===== config.mk =====
export PLATFORM = sky130hd
export DESIGN_NAME = nvsram_ctrl
export DESIGN_NICKNAME = d
export VERILOG_FILES = /design/src/rtl/nvs_pkg.sv /design/src/rtl/nvs_array.sv /design/src/rtl/nvs_store_filter.sv /design/src/rtl/nvsram_ctrl.sv
export SDC_FILE = /design/constraint.sdc
export NUM_CORES = 2
export LEC_CHECK = 0
export ABC_CLOCK_PERIOD_IN_PS = 13800
export BUFFER_PORTS_ARGS = -buffer_cell sky130_fd_sc_hd__clkbuf_2
export CAP_MARGIN = 20
export CORE_UTILIZATION = 25
export CTS_CLUSTER_DIAMETER = 80
export DETAILED_ROUTE_END_ITERATION = 10
export HOLD_SLACK_MARGIN = 0.1
export SETUP_SLACK_MARGIN = 0.5
export SYNTH_ARGS = -nofsm -noshare
export SYNTH_HDL_FRONTEND = slang
export SYNTH_HIERARCHICAL = 1
export SYNTH_SLANG_ARGS = --single-unit

===== constraint.sdc =====
create_clock -name clk -period 13.8 [get_ports clk]
set_input_delay 1.38 -clock clk [delete_from_list [all_inputs] [get_ports clk]]
set_output_delay 1.38 -clock clk [all_outputs]
set_load 0.03 [all_outputs]

===== src/rtl/nvs_pkg.sv =====
package nvs_pkg;
    typedef enum logic [2:0] {
        ST_OFF    = 3'd0,
        ST_IDLE   = 3'd1,
        ST_RECALL = 3'd2,
        ST_STORE  = 3'd3,
        ST_REARM  = 3'd4
    } nvs_state_e;
endpackage


===== src/rtl/nvs_array.sv =====
module nvs_array #(
    parameter int AW = 8,
    parameter int DW = 4
) (
    input  logic          clk,
    input  logic          we,
    input  logic [AW-1:0] waddr,
    input  logic [DW-1:0] wdata,
    input  logic [AW-1:0] raddr,
    output logic [DW-1:0] rdata
);
    localparam int DEPTH = 1 << AW;

    // storage carries no reset: contents survive control-logic reset
    logic [DW-1:0] mem [DEPTH];

    always_ff @(posedge clk) begin
        if (we) begin
            mem[waddr] <= wdata;
        end
    end

    assign rdata = mem[raddr];
endmodule


===== src/rtl/nvs_store_filter.sv =====
module nvs_store_filter #(
    parameter int STORE_MIN = 4
) (
    input  logic clk,
    input  logic rst_n,
    input  logic store_n,
    output logic store_ok
);
    localparam int FW = $clog2(STORE_MIN + 1);
    localparam logic [FW-1:0] MIN_C = FW'(STORE_MIN);

    logic [FW-1:0] run_q;

    // counts consecutive low clocks, saturating at the qualification width
    always_ff @(posedge clk or negedge rst_n) begin
        if (!rst_n) begin
            run_q <= '0;
        end else if (store_n) begin
            run_q <= '0;
        end else if (run_q != MIN_C) begin
            run_q <= run_q + 1'b1;
        end
    end

    assign store_ok = (run_q == MIN_C);

    // qualification only follows a low request
    a_r6_ok_needs_low: assert property (@(posedge clk) disable iff (!rst_n)
        store_ok |-> $past(!store_n));

    // a released request drops qualification at once
    a_r6_release_clears: assert property (@(posedge clk) disable iff (!rst_n)
        store_n |=> !store_ok);
endmodule


===== src/rtl/nvsram_ctrl.sv =====
module nvsram_ctrl
    import nvs_pkg::*;
#(
    parameter int AW            = 8,
    parameter int DW            = 4,
    parameter int STORE_CYCLES  = 600,
    parameter int RECALL_CYCLES = 300,
    parameter int STORE_MIN     = 4
) (
    input  logic          clk,
    input  logic          rst_n,
    input  logic          pwr_ok,
    input  logic          cs_n,
    input  logic          we_n,
    input  logic          store_n,
    input  logic          recall_n,
    input  logic [AW-1:0] addr,
    input  logic [DW-1:0] data_in,
    output logic [DW-1:0] data_out,
    output logic          data_oe,
    output logic          busy
);
    localparam int DEPTH = 1 << AW;
    localparam int MAXC  = (STORE_CYCLES > RECALL_CYCLES) ? STORE_CYCLES : RECALL_CYCLES;
    localparam int CW    = $clog2(MAXC + 1) + 1;
    localparam logic [CW-1:0] DEPTH_C  = CW'(DEPTH);
    localparam logic [CW-1:0] ST_LAST  = CW'(STORE_CYCLES - 1);
    localparam logic [CW-1:0] RC_LAST  = CW'(RECALL_CYCLES - 1);

    nvs_state_e    state_q, state_d;
    logic [CW-1:0] cnt_q, cnt_d;
    logic          store_ok;

    logic          ram_we, bak_we;
    logic [AW-1:0] ram_waddr, ram_raddr, copy_addr;
    logic [DW-1:0] ram_wdata, ram_rdata, bak_rdata;
    logic          copy_live;

    nvs_store_filter #(.STORE_MIN(STORE_MIN)) u_filter (
        .clk      (clk),
        .rst_n    (rst_n),
        .store_n  (store_n),
        .store_ok (store_ok)
    );

    nvs_array #(.AW(AW), .DW(DW)) u_ram (
        .clk   (clk),
        .we    (ram_we),
        .waddr (ram_waddr),
        .wdata (ram_wdata),
        .raddr (ram_raddr),
        .rdata (ram_rdata)
    );

    nvs_array #(.AW(AW), .DW(DW)) u_backup (
        .clk   (clk),
        .we    (bak_we),
        .waddr (copy_addr),
        .wdata (ram_rdata),
        .raddr (copy_addr),
        .rdata (bak_rdata)
    );

    // next-state logic
    always_comb begin
        state_d = state_q;
        cnt_d   = cnt_q;
        if (!pwr_ok) begin
            state_d = ST_OFF;
            cnt_d   = '0;
        end else begin
            unique case (state_q)
                ST_OFF: begin
                    state_d = ST_RECALL;
                    cnt_d   = '0;
                end
                ST_IDLE: begin
                    cnt_d = '0;
                    if (!recall_n) begin
                        state_d = ST_RECALL;
                    end else if (store_ok) begin
                        state_d = ST_STORE;
                    end
                end
                ST_RECALL: begin
                    cnt_d = cnt_q + 1'b1;
                    if (cnt_q == RC_LAST) begin
                        state_d = ST_REARM;
                    end
                end
                ST_STORE: begin
                    cnt_d = cnt_q + 1'b1;
                    if (cnt_q == ST_LAST) begin
                        state_d = ST_REARM;
                    end
                end
                ST_REARM: begin
                    cnt_d = '0;
                    if (store_n && recall_n) begin
                        state_d = ST_IDLE;
                    end
                end
                default: state_d = ST_OFF;
            endcase
        end
    end

    // state register
    always_ff @(posedge clk or negedge rst_n) begin
        if (!rst_n) begin
            state_q <= ST_OFF;
            cnt_q   <= '0;
        end else begin
            state_q <= state_d;
            cnt_q   <= cnt_d;
        end
    end

    // outputs and array controls
    always_comb begin
        copy_addr = cnt_q[AW-1:0];
        copy_live = (cnt_q < DEPTH_C);
        ram_we    = 1'b0;
        bak_we    = 1'b0;
        ram_waddr = addr;
        ram_wdata = data_in;
        ram_raddr = addr;
        data_oe   = 1'b0;
        busy      = 1'b0;
        unique case (state_q)
            ST_IDLE: begin
                ram_we  = pwr_ok && !cs_n && !we_n;
                data_oe = pwr_ok && !cs_n && we_n;
            end
            ST_RECALL: begin
                busy      = 1'b1;
                ram_we    = copy_live;
                ram_waddr = copy_addr;
                ram_wdata = bak_rdata;
            end
            ST_STORE: begin
                busy      = 1'b1;
                bak_we    = copy_live;
                ram_raddr = copy_addr;
            end
            ST_OFF, ST_REARM: begin
            end
            default: begin
            end
        endcase
    end

    assign data_out = ram_rdata;

    // the bus is never driven during a transfer
    a_r3_bus_quiet_busy: assert property (@(posedge clk) disable iff (!rst_n)
        busy |-> !data_oe);

    // a store never lets a RAM write through
    a_r7_no_write_in_store: assert property (@(posedge clk) disable iff (!rst_n)
        (state_q == ST_STORE) |-> !ram_we);

    // recall wins over a qualified store
    a_r8_recall_first: assert property (@(posedge clk) disable iff (!rst_n)
        (state_q == ST_IDLE && pwr_ok && !recall_n) |=> (state_q == ST_RECALL));

    // a request still held keeps the block waiting
    a_r9_hold_rearm: assert property (@(posedge clk) disable iff (!rst_n)
        (state_q == ST_REARM && pwr_ok && (!store_n || !recall_n)) |=> (state_q == ST_REARM));

    // a bad supply leaves the block quiet
    a_r11_off_quiet: assert property (@(posedge clk) disable iff (!rst_n)
        !pwr_ok |=> (state_q == ST_OFF && !bak_we));

    // the transfer counter stays within the recall window
    a_r4_recall_bound: assert property (@(posedge clk) disable iff (!rst_n)
        (state_q == ST_RECALL) |-> (cnt_q <= RC_LAST));
endmodule


# Word level (Yosys, flattened, before mapping)
# Memory sizes are Yosys's and may differ from the RTL's.
# Cells that the tools add are included.
# W data, S select, Z words.
[word_totals] reg_bits=17 mem_bits_rw=2048 in_bits=19 elab_cells=54 mem_count=2
[memory_table] name="u_backup.mem" words=256 width=4 read_ports=1 rd_ports_with_merged_regs=0 wr=1 line="nvs_array.sv:15" text="logic [DW-1:0] mem [DEPTH];"
[memory_table] name="u_ram.mem" words=256 width=4 read_ports=1 rd_ports_with_merged_regs=0 wr=1 line="nvs_array.sv:15"
[classes] n_addsub=2 n_lt_le_gt_ge=1 n_eq_ne=13 mux=22 n_reduce_logical=11
[ops] op="$mux W3" count=8
[ops] op="$pmux W11 S2" count=1
[ops] op="$mux W8" count=2
[ops] op="$ne A3 B3 Y1 const B" count=5
[ops] op="$pmux W3 S5" count=1
[ops] op="$add A11 B1 Y11 const B" count=1
[ops] op="$eq A11 B10 Y1 const B" count=1
[ops] op="$eq A11 B9 Y1 const B" count=1
[ops] op="$lt A11 B9 Y1 const B" count=1
[ops] op="$mux W11" count=1
[ops] op="$mux W1" count=7
[ops] op="$eq A3 B2 Y1 const B" count=2
[ops] op="$eq A3 B3 Y1 const B" count=2
[ops] op="$logic_and A1 B1 Y1" count=4
[ops] op="$mux W4" count=1
[ops] op="$ne A4 B4 Y1 const B" count=1
[ops] op="$reduce_and A4 Y1" count=1
[ops] op="$add A3 B1 Y3 const B" count=1
[ops] op="$eq A3 B1 Y1 const B" count=1
[ops] op="$logic_not A3 Y1" count=1
[ops] op="$reduce_or A3 Y1" count=1
[ops] op="$logic_not A1 Y1" count=2
[ops] op="$pmux W1 S2" count=1
[ops] op="$reduce_bool A2 Y1" count=1
[ops] op="$reduce_or A2 Y1" count=1

# Logic depth before layout (Yosys ltp)
[logic_depth] ltp_word=6 depth_mapped=15

# Hierarchy
# The synthesis kept the hierarchy.
[modules_own_cells] mod="nvs_array" n_inst=2 cells_each=2047 area_each_um2=40595.2 seq_area_each_um2=30749.5
[modules_own_cells] mod="nvsram_ctrl" n_inst=1 cells_each=123 area_each_um2=1136.1 seq_area_each_um2=350.3
[modules_own_cells] mod="nvs_store_filter" n_inst=1 cells_each=17 area_each_um2=176.4 seq_area_each_um2=75.1

# Worst setup path before layout
# No wires, ideal clock.
[synth_timing] path_kind="input to register" start="in addr[0]" end="mem u_backup.mem[0][0] (data pin)" setup_ps=1614 arrival_ps=10061 slack_ps=2124 stages=9 path_buffers=3 path_cell_list="mux2_2 buf_6 buf_6 buf_4 mux4_2 mux2i_1 a2111oi_0 nor4_1 o211ai_1"
[synth_between] elab_chain_len=2
[synth_rtl] item="from (decl)" line="nvsram_ctrl.sv:17" text="input logic [AW-1:0] addr,"
[synth_rtl] item="$mux W8" line="nvsram_ctrl.sv:130" text="unique case (state_q)"
[synth_rtl] item="$mem_v2 Z256 W4"
[synth_rtl] item="named net data_out[0]" line="nvsram_ctrl.sv:19" text="output logic [DW-1:0] data_out,"
[synth_rtl] item="to (decl)" line="nvs_array.sv:15"
# The timed path passes the listed nets, and every way through them passes these cells.

# Final worst setup path
[layout_timing] start="reg state_q[1]" end="out data_out[3]"
[layout_between] elab_chain_len=3
[layout_rtl] item="from (decl)" line="nvsram_ctrl.sv:30" text="nvs_state_e state_q, state_d;"
[layout_rtl] item="from (signal assigned)" line="nvsram_ctrl.sv:114" text="state_q <= state_d;"
[layout_rtl] item="$eq A3 B2 Y1" line="nvsram_ctrl.sv:130"
[layout_rtl] item="$mux W8" line="nvsram_ctrl.sv:130"
[layout_rtl] item="named net ram_raddr[1]" line="nvsram_ctrl.sv:35" text="logic [AW-1:0] ram_waddr, ram_raddr, copy_addr;"
[layout_rtl] item="$mem_v2 Z256 W4"
[layout_rtl] item="to (decl)" line="nvsram_ctrl.sv:19"
# The timed path passes the listed nets, and every way through them passes these cells.

==> run metrics <==
Most used DFF post-synth=edfxtp_1; critical path arrival=6.96 ns; layout cells sized above 1=0.211; CTS Hold Buffers Added=0; Initial Utilization=0.252; post-layout net count=4282; maximum number of pins on one net before global-route repair=257; least setup slack across all paths after layout=5.46 ns; count of nets left with antenna violations after detail routing=0; area fraction in and, or, nand and nor cells after synthesis=0.0512; number of cells produced by synthesis=4234; max-slew violation total from the final report=0; HPWL after DPL=119000 um; site row count=210; worst hold-check slack=0.501 ns; number of iterations in the first detailed-routing pass=5; type of origin of the critical path=register; vias per std cell=4.66; number of distinct library cell variants in the gate-level netlist after synthesis=62; Async S/R FF share, synth=0.00823; worst-case clock buffer depth=3; number of synthesized register bits=2065; setup skew after layout=0.0298 ns; worst slack at placement=5.57 ns; fraction of synthesized area in multiplexers=0.157; first-pass GRT wire length=291000 um; ANT cells=0; buffer type at the clock tree root=clkbuf_16; most frequent cell after synthesis=edfxtp_1; TritonCTS Buffers=194; share of the synthesized area in compound gates (AO/OA/AOI/OAI)=0.0235; final RePlAce weighted congestion=0.804; number of primary I/O pins=25; peak supply drop=150 uV; top-area cell type share of the netlist area=0.745; Post-synth EDFFs=2048; post_cts resized=0; Worst Path Class, Setup=register to primary output; hold crit path type=primary input to async pin; final critical-path share of the clock period=0.604; number of design-rule violations left by the first detailed-router iteration=4059; Critical Path Sink Type=primary output; Worst EP required=12.42 ns; Yosys warning count=6; setup bufs post-CTS=0; overflow left after global routing=0; maximum operating frequency=120 MHz; vias in the first global route=42200; Lkg Pwr=27.0 nW; aggregate negative setup slack=0 ns; CP Max Fanout=75; Post-Syn Area per Cell=19.5 sq um; clock slew at the register clock pins of the worst setup and hold paths=0.06 ns; share of synthesized cell area in full adder, half adder and majority cells=0.000455; total power density per cell area=137 nW/um^2; share of the yosys chip area belonging to registers=0.751; shortest period the worst path allows=8.34 ns; antenna violations before repair=1; count of maximum capacitance violations=0; via total after detailed routing=40800; Final setup viols=0; number of levels in the clock H-tree=4; power consumption=12.8 mW; post-synthesis xor/xnor area fraction=0; sink count of the clock tree=2065; outcome=finished clean; worst relative slew slack=0.0169; IO Port Bufs=24; height of the die=576 um; total DRC errors in the routed layout=0; biggest area consumer among synthesized cells=edfxtp_1; source-to-sink clock delay at the later pin of the worst-skew pair=0.83 ns; area delta synth->final=13.0%; net count after synthesis=4256; Die Footprint=332000 sq um; core area=328000 sq um; leading post-synthesis cells by cell area=edfxtp_1, mux4_2, nor2_1, mux2i_1, clkbuf_1; routed wirelength normalized by instance count=22.7 um; Syn Std Cell Area=82500 sq um; Worst-Margin Slew=1.47 ns; CTS tree=done; largest family of logic cells by synthesized area=multiplexers; setup repair after global routing missed its margin=no; most frequent cells after synthesis=edfxtp_1, nor2_1, mux4_2; global router's overall resource usage=0.117; die span in x=576 um; final WL=199000 um; hold violation count in the final report=0
[state kept, by name, indices dropped and copies added, names as in the netlist]
signal,count
cnt_q,11
state_q,3
u_backup/mem,1024
u_filter/run_q,3
u_ram/mem,1024
[cell families (layout without fill, tap and decap cells)]
family                     count (synthesis)  count (layout)
muxes                                    662             662
and+or+nand+nor                          954             954
AOI/OAI and AO/OA                        282             282
adders and majority gates                  3               3
DFF                                     2065            2065
buffers and inverters                    268             443
[metrics by stage]
stage | utilization | std cells | cell area [sq um]
2_1_floorplan | - | 4234 | 82500
3_3_place_gp | 0.266 | 8409 | 87400
3_5_place_dp | 0.266 | 8409 | 87400
4_1_cts | 0.284 | 8754 | 93200
5_1_grt | 0.284 | 8755 | 93300
6_report | 0.284 | 8755 | 93300
[routing by layer]
layer / wire (um) / track usage / vias to the layer above
met1: 80700 / 0.149 / 21800
li1: - / - / 17300
met3: 12600 / 0.0196 / 288
met2: 100000 / 0.202 / 1502
met4: 5210 / 0.0334 / 2
met5: 17 / 0 / -
[cell usage in the layout, fill, tap and decap left out, drive strengths merged, types with 19 or more instances in the layout]
master	n
a21oi	33
a22oi	65
buf	67
clkbuf	265
clkinv	78
edfxtp	2048
inv	19
mux2	32
mux2i	130
mux4	500
nand2	125
nand2b	26
nand3	83
nand4	33
nor2	557
nor2b	54
o211ai	27
o21ai	47
o22ai	20
[critical path, stage by stage, from the launching register on]
cell      delay (ns)
dfrtp_1         0.48
and2b_1         0.25
nand2_1         0.35
mux2_8          0.78
buf_4           0.77
buf_4           0.71
nor2b_1         0.41
a22oi_1         0.17
a31oi_1         0.26
o21ai_0         0.15
nor4_1          0.89
o211ai_1        0.40
clkbuf_2        0.34
[path summary, 6_finish.rpt]
kind	startpoint	to	slack, ns	cells after the start
min in group clk	u_filter/run_q[1]$_DFFE_PN0P_	u_filter/run_q[1]$_DFFE_PN0P_	0.57	2
max reg2reg	state_q[1]$_DFFE_PN0P_	u_backup/mem[207][0]$_DFFE_PP_	5.75	13
max in group asynchronous	rst_n	cnt_q[0]$_DFFE_PN0P_	12.93	1
min reg2reg	u_filter/run_q[1]$_DFFE_PN0P_	u_filter/run_q[1]$_DFFE_PN0P_	0.57	2
max	state_q[1]$_DFFE_PN0P_	data_out[3]	5.46	12
min	rst_n	u_filter/run_q[0]$_DFFE_PN0P_	0.50	1
[cell type report]
| class | instances | area, sq um |
|---|---|---|
| well taps | 4346 | 5440 |
| clock buffers | 241 | 5090 |
| multi-input cells | 1901 | 19300 |
| flip-flops and latches | 2065 | 61900 |
| inverters | 7 | 26.3 |
| clock inverters | 104 | 768 |
| repair buffers | 91 | 677 |
| fillers | 32200 | 235000 |
[where the power goes]
part | total [mW] | switching (mW) | internal (mW)
logic | 0.670 | 0.483 | 0.187
clock network | 5.03 | 2.26 | 2.76
registers | 7.08 | 0.00695 | 7.07
Note: power is estimated with default switching activity, not from simulation.
